$ cat src/rtl/irq_router.sv
module irq_router #(
  parameter int NCPU    = 4,
  parameter int NLVL    = 16,
  parameter int TMR_BIT = 19
) (
  input  logic                 clk,
  input  logic                 rst_n,
  input  logic [31:0]          src,
  input  logic [NCPU-1:0]      tmr,
  input  logic                 m_sel,
  input  logic [NCPU-1:0]      c_sel,
  input  logic                 wr,
  input  logic [2:0]           addr,
  input  logic [31:0]          wdata,
  output logic [31:0]          rdata,
  output logic [NCPU*NLVL-1:0] lvl_out
);
  localparam int TW = (NCPU > 1) ? $clog2(NCPU) : 1;
  localparam logic [31:0] UNIMP = 32'h0FA2007F;
  localparam logic [31:0] MASK  = ~UNIMP;
  localparam logic [31:0] SOFT  = 32'hFFFE0000;

  function automatic logic [4:0] lvl_of(input int j);
    return 5'((j % 15) + 1);
  endfunction

  logic [31:0]     mpend, dis, src_q;
  logic [NCPU-1:0] tmr_q;
  logic [TW-1:0]   tgt;
  logic [31:0]     lpend [NCPU];
  logic [NLVL-1:0] lvl_q [NCPU];

  logic [31:0]     mpend_n, dis_n;
  logic [31:0]     lpend_n [NCPU];
  logic [TW-1:0]   tgt_n;
  logic [NLVL-1:0] dev_lv;

  always_comb begin
    mpend_n = mpend;
    dis_n   = dis;
    tgt_n   = tgt;
    lpend_n = lpend;
    for (int j = 0; j < 32; j++)
      if (src[j] != src_q[j]) begin
        mpend_n[j] = src[j];
        lpend_n[tgt][lvl_of(j)] = src[j];
      end
    for (int c = 0; c < NCPU; c++)
      if (tmr[c] != tmr_q[c]) begin
        mpend_n[TMR_BIT] = tmr[c];
        lpend_n[c][lvl_of(TMR_BIT)] = tmr[c];
      end
    if (wr && m_sel)
      case (addr)
        3'd2: dis_n = dis & ~(wdata & MASK);
        3'd3: begin
          dis_n   = dis | (wdata & MASK);
          mpend_n = mpend_n & ~(wdata & MASK);
        end
        3'd4: tgt_n = wdata[TW-1:0];
        default: ;
      endcase
    for (int c = 0; c < NCPU; c++)
      if (wr && c_sel[c])
        case (addr)
          3'd1: lpend_n[c] = lpend_n[c] & ~((wdata | {wdata[14], 31'b0}) & SOFT);
          3'd2: lpend_n[c] = lpend_n[c] | (wdata & SOFT);
          default: ;
        endcase
  end

  always_comb begin
    dev_lv = '0;
    for (int j = 0; j < 32; j++)
      if (mpend[j] && !dis[j]) dev_lv[lvl_of(j)] = 1'b1;
  end

  always_ff @(posedge clk or negedge rst_n)
    if (!rst_n) begin
      mpend <= '0;
      dis   <= UNIMP;
      tgt   <= '0;
      src_q <= '0;
      tmr_q <= '0;
      for (int c = 0; c < NCPU; c++) begin
        lpend[c] <= '0;
        lvl_q[c] <= '0;
      end
    end else begin
      mpend <= mpend_n;
      dis   <= dis_n;
      tgt   <= tgt_n;
      src_q <= src;
      tmr_q <= tmr;
      for (int c = 0; c < NCPU; c++) begin
        lpend[c] <= lpend_n[c];
        lvl_q[c] <= (((tgt == TW'(c)) && !dis[31]) ? dev_lv : '0)
                  | NLVL'({lpend[c][31:17], 1'b0});
      end
    end

  always_comb begin
    rdata = '0;
    if (m_sel)
      case (addr)
        3'd0: rdata = mpend & 32'h7FFFFFFF;
        3'd1: rdata = dis & MASK;
        default: ;
      endcase
    for (int c = 0; c < NCPU; c++)
      if (c_sel[c] && addr == 3'd0) rdata = lpend[c];
  end

  for (genvar c = 0; c < NCPU; c++) begin : g_out
    assign lvl_out[c*NLVL +: NLVL] = lvl_q[c];
  end
endmodule

$ cat config.mk
export PLATFORM = sky130hd
export DESIGN_NAME = irq_router
export DESIGN_NICKNAME = d
export VERILOG_FILES = /design/src/rtl/irq_router.sv
export SDC_FILE = /design/constraint.sdc
export NUM_CORES = 1
export LEC_CHECK = 0
export BUFFER_PORTS_ARGS = -buffer_cell sky130_fd_sc_hd__clkbuf_2
export CORE_ASPECT_RATIO = 0.5
export CORE_MARGIN = 1
export CORE_UTILIZATION = 45
export CTS_CLUSTER_SIZE = 20
export DETAILED_ROUTE_END_ITERATION = 8
export GPL_TIMING_DRIVEN = 0
export SLEW_MARGIN = 10
export SYNTH_ARGS = -nofsm -noshare
export SYNTH_HDL_FRONTEND = slang
export SYNTH_SLANG_ARGS = --single-unit
$ cat constraint.sdc
create_clock -name clk -period 2.7 [get_ports clk]
set_clock_uncertainty 0.1 [all_clocks]
set_input_delay 0.54 -clock clk [delete_from_list [all_inputs] [get_ports clk]]
set_output_delay 0.54 -clock clk [all_outputs]
set_load 0.005 [all_outputs]
* After elaboration in Yosys (flattened, before gate mapping)
Cells that the tools add are included.
** Storage, ports and cells
- Bits in registers :: 294
- Output and inout port bits :: 96
** Cells by class
- Magnitude comparators :: 2
- Equality and inequality tests :: 43
- Mux-type cells :: 187
- Bitwise logic cells :: 19
- Reduce and logical (&&, ||, !) cells :: 83
** Operator list (count)
- 128-bit bitwise mux :: 32
- 128-bit two-way mux :: 32
- 32-bit demux with 2-bit select :: 15
- 32-bit case mux with 2 select lines :: 6
- 32-bit two-way mux :: 11
- 32-bit AND :: 6
- 32-bit OR :: 6
- 16-bit two-way mux :: 5
- 1-bit two-way mux :: 72
- 32-bit NOT :: 2
- 16-bit OR :: 4
- 1-bit logical AND :: 46
- 1-bit inequality test :: 36
- 1-bit zero test :: 32
- 15-bit two-way mux :: 1
- 14-bit two-way mux :: 1
- 13-bit two-way mux :: 1
- 12-bit two-way mux :: 1
- 11-bit two-way mux :: 1
- 10-bit two-way mux :: 1
- 9-bit two-way mux :: 1
- 8-bit two-way mux :: 1
- 7-bit two-way mux :: 1
- 3-bit by 2-bit == test with 1-bit output (second input constant) :: 2
- 16 further kinds :: 18

* Depth between registers and ports, before layout
Gate-level depths: netlist of run 1.
- Word-level depth :: 73
- Gate-level depth with buffers :: 7
- Mapped depth without buffers :: 4

* Least setup slack after synthesis of run 1
No wires, ideal clock.
- Path type :: input to output
- Start :: input port addr[1]
- End :: output port rdata[31]
- Arrival :: 1796 ps
- Data required time :: 2060 ps
- Setup slack :: 264 ps
- Stages on the path :: 7
- Path buffers :: 3
- Cell sequence :: buf_4 -> or3_1 -> buf_2 -> nor3b_4 -> buf_6 -> a32oi_1 -> o21ai_1
** On the way
- Longest elaborated chain between the ends :: 7
- Elaborated cells between the ends (all ways) :: 12
- Classes of those cells :: 1 x eq/ne; 6 x mux; 5 x reduce/logical
** Ends and longest elaborated chain
- start: declaration :: RTL line 13 : input logic [2:0] addr,
- 3-bit by 1-bit == test with 1-bit output / 3-bit zero test (equally long branches) :: RTL line 105, 111
- 32-bit case mux with 2 select lines :: RTL line 105 : case (addr)
- 32-bit two-way mux :: RTL line 104 : if (m_sel)
- 32-bit two-way mux (3 in a row) :: RTL line 111 : if (c_sel[c] && addr == 3'd0) rdata = lpend[c];
- 32-bit two-way mux (*) :: RTL line 111
- end: declaration :: RTL line 15 : output logic [31:0] rdata,
Every way passes the cells marked *; elsewhere a longest branch is shown, timed or not.

* Final worst setup path of run 1
- Start :: input port addr[2]
- End :: output port rdata[10]
The elaborated chain is that of the path after synthesis.

==> results of run 1 <==
## layout make-up
class	instances	area [um2]	area share [%]
flip-flops and latches	268	6706	43.50
multi-input cells	845	5538	35.92
repair buffers	170	1015	6.582
clock buffers	28	656.9	4.261
plain buffers	89	516.7	3.352
well taps	382	478.0	3.100
clock inverters	18	330.3	2.143
inverters	46	172.7	1.120
diodes	1	2.502	0.01623
## power groups by stage
stage	combinational, mW	sequential [mW]	clock (mW)
detailed placement	2.64	5.40	0
global placement	2.58	5.37	0
finish	2.75	5.35	4.29
global route	2.99	5.43	4.52
CTS	2.69	5.33	4.34
floorplan	1.51	5.27	0
## critical path: stages
cell	delay, ns
buf_2	0.16
nor2_1	0.16
nand2_2	0.17
buf_4	0.23
o32a_1	0.35
o21ai_1	0.25
buf_2	0.17
## cell families after synthesis
kind of cell | Yosys count | share of synthesized area (%)
adder cells (fa/ha/maj) | 8 | 0.6299
flip-flops | 268 | 52.76
multiplexers | 79 | 6.447
XOR/XNOR | 7 | 0.6299
AO/OA/AOI/OAI | 482 | 24.49
AND/OR/NAND/NOR | 265 | 10.30
other | 1 | 0.02950
buffers and inverters | 138 | 4.724
## routing by layer
metal | vias to the layer above | track usage, %
li1 | 4908 | -
met1 | 5556 | 48.36
met2 | 524 | 44.80
met3 | 89 | 5.868
met4 | 0 | 8.454
met5 | - | 0
## metrics by stage
step	util, %	setup TNS, ns	area (um2)	instances
6_report	55.64	0	15420	1847
2_1_floorplan	-	0	12720	1251
3_3_place_gp	50.43	-1251.63	13970	1787
3_5_place_dp	50.76	-20.34	14060	1790
4_1_cts	55.17	-0.02039	15290	1843
5_1_grt	55.63	0	15410	1846
## registers in the layout, summed over array words and instances (netlist names), named ones only
name / flops
mpend: 32
tgt: 2
lpend: 120
lvl_out: 60
tmr_q: 4
src_q: 32
## repair_timing
item / CTS / global route
setup endpoints to repair: 32 / 29
pin swaps: 4 / 3
buffers inserted: 5 / 1
gates resized for setup: 67 / 38
cloned: 0 / 2
hold buffers: 4 / 1
hold endpoints to repair: 56 / 1
## synthesized netlist by cell type, drive strengths merged, types with 24 or more instances
cell,instances,area (um2)
nor2b,24,150.1
o21ai,104,520.5
mux2i,56,560.5
o2bb2ai,24,210.2
nand2b,52,325.3
nand2,108,405.4
nor2,56,210.2
inv,46,172.7
dfrtp,268,6706
a221oi,28,245.2
a21oi,156,780.8
clkbuf,54,202.7
buf,38,225.2
a21o,40,300.3
## worst paths after layout
check	from	end	slack (ns)	depth (start not counted)
setup / recovery	addr[2]	rdata[10]	0.01	7
hold / removal	tmr[0]	tmr_q[0]	0.01	1
setup reg to reg	tgt[1]	lvl_out[8]	0.13	5
hold reg to reg	lpend[87]	lvl_out[23]	0.28	0
max in group asynchronous	rst_n	mpend[6]	0.87	4
min in group asynchronous	rst_n	lvl_out[29]	0.42	2
==> results.tsv, run 1 <==
metric	value	unit
fin_crit	2.690	ns
p_sw	3.883	mW
async_flop_share	100.0	%
fillCellCount	2450	
p_clk_share	34.6	%
cts.clk_slew.worst_paths	0.07	ns
first_iter_violations	1294	
maxUsedRoutingLayer	met4	
worstMarginPinSlew	0.9255	ns
final_cell_mix	dfrtp_1 (268), a21oi_1 (156), clkbuf_2 (150)	
wirelength	45.41	mm
cts_inserted_buffers	25	
grtUsageTotal	31.44	%
p_seq_share	43.2	%
peakVddDrop	0.4721	mV
max_slew_margin	38.30	%
synth_edf_count	0	
via_per_inst	5.997	
layout-drive-gt1-share	21.93	%
htreeDepth	1	
die_y	120.8	um
initial_core_util	45.88	%
root_buffer	clkbuf_16	
core_area	27710	um2
setup_viol	0	
clock_sinks	268	
antenna_found_initial	1	
layout_commonest_cell	dfrtp_1	
slew_violations	0	
fin_ws	0.01019	ns
met3_length	4.187	mm
cp_data_arrival_time	2.05	ns
crit_path_end_kind	output pin	
grt_max_degree	91	
vias	11077	
start_kind	input port	
met2_length	19.10	mm
dp_slack	-0.9104	ns
power	12.40	mW
syn_inst	1248	
synth_seq_cells	268	
wl_met1	21.02	mm
worstPathMaxFanout	10	
drv_cap	0	
gp_congestion	0.9668	
yosysWarnings	0	
p_comb_share	22.2	%
cts_tree	done	
p_per_area	804.4	nW/um2
area_delta_synth_final	21.27	%
seq_area_frac_synth	52.76	%
swShare	31.31	%
p_int	8.517	mW
hpwlAfterDp	31.70	mm
worstSkewPairLatency	0.56	ns
drcViolationCount	0	
hold_slack	0.01203	ns
period_share	99.62	%
rsz0062_at_grt	false	
die-width	239.7	um
status	complete, no violations	
grt_first_pass_wirelength	66.58	mm
die_area	28970	um2
wl_per_cell	24.59	um
holdCritPathClass	input port to register	
hold_viol	0	
final_nets	1524	
synth.distinct_cells	55	
required	2.06	ns
ys.flop_type	dfrtp_1	
fmax	371.8	MHz
synth_area	12710	um2
worst-setup-path-type	input port to output pin	
antenna_left	0	
cts_max_path_buffers	3	
io_pins	175	
p_leak	7.302	nW
first_pass_iters	7	
grt_pass1_vias	10432	
avgSynthCellArea	10.19	um2
fp-row-count	43	
port_buffers	154	
grt_overflow	0	
(Power assumes the default switching activity.)
==> run 2: changes to the inputs <==
--- a/config.mk
+++ b/config.mk
@@ -12,6 +12,7 @@
 export CTS_CLUSTER_SIZE = 20
 export DETAILED_ROUTE_END_ITERATION = 8
 export GPL_TIMING_DRIVEN = 0
+export SETUP_SLACK_MARGIN = 0.2
 export SLEW_MARGIN = 10
 export SYNTH_ARGS = -nofsm -noshare
 export SYNTH_HDL_FRONTEND = slang
==> results.tsv, run 2 (synthesized netlist as in run 1, its figures left out) <==
metric	value	unit	change
reg2reg_slack	0.37	ns	was 0.13 ns
met2_usage	45.74	%	was 44.80%
grt_overflow	0		unchanged
port_buffers	154		unchanged
slew_violations	0		unchanged
largest_register	lpend		unchanged
max_slew_margin	45.71	%	was 38.30%
cts.clk_slew.worst_paths	0.07	ns	about the same
required	2.06	ns	about the same
period_share	97.94	%	was 99.62%
final_nets	1532		was 1524
p_seq_share	43.1	%	was 43.2%
die_y	120.8	um	unchanged
cts_inserted_buffers	25		unchanged
cp_data_arrival_time	2.00	ns	was 2.05 ns
worstMarginPinSlew	0.8069	ns	was 0.9255 ns
r2r-start	tgt[0]		was tgt[1]
holdCritPathClass	input port to register		unchanged
drcViolationCount	0		unchanged
layout-drive-gt1-share	24.73	%	was 21.93%
power	12.48	mW	was 12.40 mW
grtUsageTotal	31.74	%	was 31.44%
min-delay-start	tmr[0]		unchanged
die-width	239.7	um	unchanged
via_per_inst	6.059		was 5.997
area_delta_synth_final	24.22	%	was 21.27%
initial_core_util	45.88	%	unchanged
antenna_found_initial	0		was 1
core_area	27710	um2	unchanged
root_buffer	clkbuf_16		unchanged
io_pins	175		unchanged
wl_per_cell	24.67	um	was 24.59 um
first_iter_violations	1317		was 1294
antenna_left	0		unchanged
clock_sinks	268		unchanged
final_cell_mix	dfrtp_1 (264), a21oi_1 (156), clkbuf_2 (132)		was dfrtp_1 (268), a21oi_1 (156), clkbuf_2 (150)
cts_tree	done		unchanged
p_int	8.561	mW	was 8.517 mW
first_pass_iters	5		was 7
p_comb_share	22.6	%	was 22.2%
rsz0062_at_grt	true		was false
p_leak	7.466	nW	was 7.302 nW
start_kind	input port		unchanged
status	complete, no violations		unchanged
crit_path_end_kind	output pin		unchanged
peakVddDrop	0.4783	mV	was 0.4721 mV
vias	11234		was 11077
worst-setup-path-type	input port to output pin		unchanged
fin_crit	2.644	ns	was 2.690 ns
die_area	28970	um2	unchanged
hpwlAfterDp	31.70	mm	unchanged
layout_commonest_cell	dfrtp_1		unchanged
drv_cap	0		unchanged
p_sw	3.923	mW	was 3.883 mW
gp_congestion	0.9668		unchanged
p_per_area	790.5	nW/um2	was 804.4 nW/um2
swShare	31.42	%	was 31.31%
grt_pass1_vias	10494		was 10432
fp-row-count	43		unchanged
fmax	378.1	MHz	was 371.8 MHz
grt_first_pass_wirelength	67.16	mm	was 66.58 mm
worstSkewPairLatency	0.55	ns	was 0.56 ns
grt_max_degree	91		unchanged
largest_reg_flops	120		unchanged
diodes	0		was 1
crit_start	addr[1]		was addr[2]
finish.utilization	56.99	%	was 55.64%
setup_viol	0		unchanged
wirelength	45.73	mm	was 45.41 mm
worstPathMaxFanout	8		was 10
grt.busiest_layer	met1		unchanged
p_clk_share	34.4	%	was 34.6%
met1_usage	48.67	%	was 48.36%
cts_max_path_buffers	3		unchanged
use_met3	6.027	%	was 5.868%
htreeDepth	1		unchanged
hold_viol	0		unchanged
run 2: changes by cell type in the layout (fill, tap and decap cells not counted), sizes merged:
| cell | change |
|---|---|
| buf | +24 |
| clkbuf | -16 |
| diode | -1 |
run 2: worst paths after layout:
kind / to / cells past startpoint
max in group asynchronous: mpend[21] / 4
max reg2reg: lvl_out[57] / 6
min: tmr_q[0] / 1
min in group asynchronous: lvl_out[29] / 2
min reg2reg: lvl_out[23] / 0
max: rdata[18] / 9
run 2: worst max-delay path: stages:
cell and delay (ns):
buf_12 0.11, or3_4 0.38, buf_6 0.14, nor3b_4 0.18, buf_6 0.16, buf_8 0.16
a22oi_1 0.09, o21ai_2 0.10, clkbuf_2 0.14
run 2: per-layer routing:
layer	wire, um	share of wire, %	vias to the layer above
met2	19440	43	587
met5	0	0	-
met1	20960	46	5631
met3	4261	9.3	95
met4	1064	2.3	0
li1	-	-	4921
run 2: power groups by stage:
stage / clock (mW) / combinational, mW / sequential (mW)
2_1_floorplan: 0 / 1.51 / 5.27
3_3_place_gp: 0 / 2.58 / 5.37
3_5_place_dp: 0 / 2.64 / 5.40
4_1_cts: 4.34 / 2.77 / 5.35
5_1_grt: 4.51 / 3.06 / 5.45
6_report: 4.29 / 2.82 / 5.38
run 2: final cells by class:
cell class              count  area, um2
plain buffers              91      630.6
inverters                  46      172.7
fillers                  2399      11920
repair buffers            176       1109
well taps                 382      478.0
flip-flops and latches    268       6711
multi-input cells         845       5703
clock inverters            18      330.3
clock buffers              28      656.9
run 2: through the flow:
stage / instances / hold WS [ns] / TNS [ns] / setup WS, ns / cell area (um2)
floorplan: 1251 / 0.1444 / 0 / 0.2641 / 12720
global placement: 1787 / 0.2649 / -1251.63 / -4.629 / 13970
detailed placement: 1790 / 0.2655 / -20.34 / -0.9104 / 14060
CTS: 1853 / 0.001153 / 0 / 0.09443 / 15710
global route: 1854 / 0.005027 / 0 / 0.01835 / 15790
finish: 1854 / 0.01805 / 0 / 0.05553 / 15790
run 2: what timing repair did:
action / CTS / global route
pin swaps: 29 / 15
buffers inserted: 12 / 0
gates resized for setup: 141 / 55
hold buffers: 4 / 1
hold endpoints to repair: 56 / 1
cloned: 2 / 0
setup endpoints to repair: 39 / 51
==> run 3: changes to the inputs <==
--- a/config.mk
+++ b/config.mk
@@ -9,6 +9,7 @@
 export CORE_ASPECT_RATIO = 0.5
 export CORE_MARGIN = 1
 export CORE_UTILIZATION = 45
+export CTS_BUF_LIST = sky130_fd_sc_hd__clkbuf_8
 export CTS_CLUSTER_SIZE = 20
 export DETAILED_ROUTE_END_ITERATION = 8
 export GPL_TIMING_DRIVEN = 0
==> results.tsv, run 3 (synthesized netlist as in run 1, its figures left out) <==
metric	value	unit	change
holdCritPathClass	input port to register		unchanged
worstMarginPinSlew	0.8809	ns	was 0.8069 ns
crit_end	rdata[8]		was rdata[18]
status	complete, no violations		unchanged
hold_viol	0		unchanged
gp_congestion	0.9668		unchanged
fillCellCount	2439		was 2399
largest_register	lpend		unchanged
final_cell_mix	dfrtp_1 (262), a21oi_1 (156), clkbuf_2 (129)		was dfrtp_1 (264), a21oi_1 (156), clkbuf_2 (132)
crit_top_cell	buf_6		unchanged
fin_crit	2.645	ns	was 2.644 ns
hpwlAfterDp	31.70	mm	unchanged
worstPathMaxFanout	8		unchanged
root_buffer	clkbuf_8		was clkbuf_16
slew_violations	0		unchanged
worstSkewPairLatency	0.58	ns	was 0.55 ns
clock_sinks	268		unchanged
cpPeakStageDelay	0.38	ns	about the same
grt_max_degree	91		unchanged
crit_start	addr[1]		unchanged
rsz0062_at_grt	true		unchanged
start_kind	input port		unchanged
holdPathStages	1		unchanged
multi_input_area	5746	um2	was 5703 um2
period_share	97.95	%	was 97.94%
via_per_inst	5.997		was 6.059
p_per_area	734.5	nW/um2	was 790.5 nW/um2
setup_viol	0		unchanged
reg2reg_slack	0.30	ns	was 0.37 ns
io_pins	175		unchanged
worst-setup-path-type	input port to output pin		unchanged
cts_inserted_buffers	41		was 25
cts.clk_slew.worst_paths	0.07	ns	about the same
path_buf_inv	5		unchanged
p_leak	7.539	nW	was 7.466 nW
worstRegToRegCells	6		unchanged
place_inst	1790		unchanged
wl_per_cell	24.33	um	was 24.67 um
required	2.06	ns	about the same
port_buffers	154		unchanged
area_delta_synth_final	24.66	%	was 24.22%
crit_family	buffers and inverters		unchanged
cp.depth	9		unchanged
diodes	0		unchanged
initial_core_util	45.88	%	unchanged
r2r_end	lvl_out[21]		was lvl_out[57]
antenna_left	0		unchanged
die_y	120.8	um	unchanged
cp_data_arrival_time	2.00	ns	about the same
fmax	378.1	MHz	about the same
vias	11388		was 11234
fp-row-count	43		unchanged
die_area	28970	um2	unchanged
die-width	239.7	um	unchanged
peakVddDrop	0.3047	mV	was 0.4783 mV
met1_usage	48.88	%	was 48.67%
crit_path_end_kind	output pin		unchanged
cts_tree	done		unchanged
critPathSlowestCell	or3_4		unchanged
wirelength	46.21	mm	was 45.73 mm
grtUsageTotal	32.10	%	was 31.74%
max_slew_margin	41.27	%	was 45.71%
htreeDepth	2		was 1
antenna_found_initial	0		unchanged
layout_commonest_cell	dfrtp_1		unchanged
final_nets	1567		was 1532
use_met3	6.530	%	was 6.027%
crit_chain	buf_12, or3_4, buf_6, nor3b_4, buf_6, buf_8, a22oi_1, o21ai_2, clkbuf_2		unchanged
r2r-start	tgt[1]		was tgt[0]
grt.busiest_layer	met1		unchanged
fin_cells	1899		was 1854
cts_max_path_buffers	3		unchanged
regArea	6714	um2	was 6711 um2
layout-drive-gt1-share	25.44	%	was 24.73%
met2_usage	45.54	%	was 45.74%
finish.utilization	57.19	%	was 56.99%
drv_cap	0		unchanged
first_pass_iters	6		was 5
largest_reg_flops	120		unchanged
grt_overflow	0		unchanged
drcViolationCount	0		unchanged
grt_pass1_vias	10846		was 10494
core_area	27710	um2	unchanged
grt_first_pass_wirelength	68.01	mm	was 67.16 mm
first_iter_violations	1274		was 1317
run 3: how the worst min path moves through the flow:
stage | start | slack [ns] | endpoint
global placement | lpend[87] | 0.26 | lvl_out[23]
CTS | src[22] | 0.001 | src_q[22]
floorplan | rst_n | 0.14 | asynchronous set/reset pin
finish | src[22] | 0.03 | src_q[22]
detailed placement | lpend[87] | 0.27 | lvl_out[23]
global route | src[22] | 0.003 | src_q[22]
run 3: metal layers:
metal / up-vias / part of all wire [%]
met4: 0 / 2.6
met1: 5693 / 46
li1: 4999 / -
met5: - / 0
met3: 96 / 9.4
met2: 600 / 43
run 3: report_power, final:
group	total (mW)	switching (mW)	internal (mW)
clock network	3.39	1.67	1.73
logic	2.85	1.70	1.16
registers	5.39	0.586	4.80
run 3: final cells by class:
| cell class | count | area share, % |
|---|---|---|
| Sequential cell | 268 | 42.37 |
| Multi-Input combinational cell | 845 | 36.26 |
| Timing Repair Buffer | 195 | 8.196 |
| Clock buffer | 52 | 4.516 |
| Buffer | 91 | 4.019 |
| Tap cell | 382 | 3.016 |
| Inverter | 46 | 1.090 |
| Clock inverter | 20 | 0.5369 |
run 3: worst register-to-register path, delay by kind of cell, from the launching register on:
family / cells / cell delay [ns]
buffers and inverters: 2 / 0.80
flip-flops: 1 / 0.40
AND/OR/NAND/NOR: 4 / 1.03
run 3: metrics by stage:
step	setup TNS [ns]	instance area, um2	setup WS (ns)	hold slack [ns]	power [mW]
floorplan	0	12720	0.2641	0.1444	6.783
global placement	-1251.63	13970	-4.629	0.2649	7.951
detailed placement	-20.34	14060	-0.9104	0.2655	8.044
CTS	0	15780	0.08253	0.001137	11.59
global route	0	15850	0.02481	0.003196	12.18
finish	0	15850	0.05537	0.02935	11.64
run 3: repair_timing:
item,CTS,global route
cloned,2,0
endpoints found under the hold margin,74,0
setup buffers,14,0
setup endpoints to repair,39,47
pin swaps,30,19
gates resized for setup,158,50
hold buffers,22,0
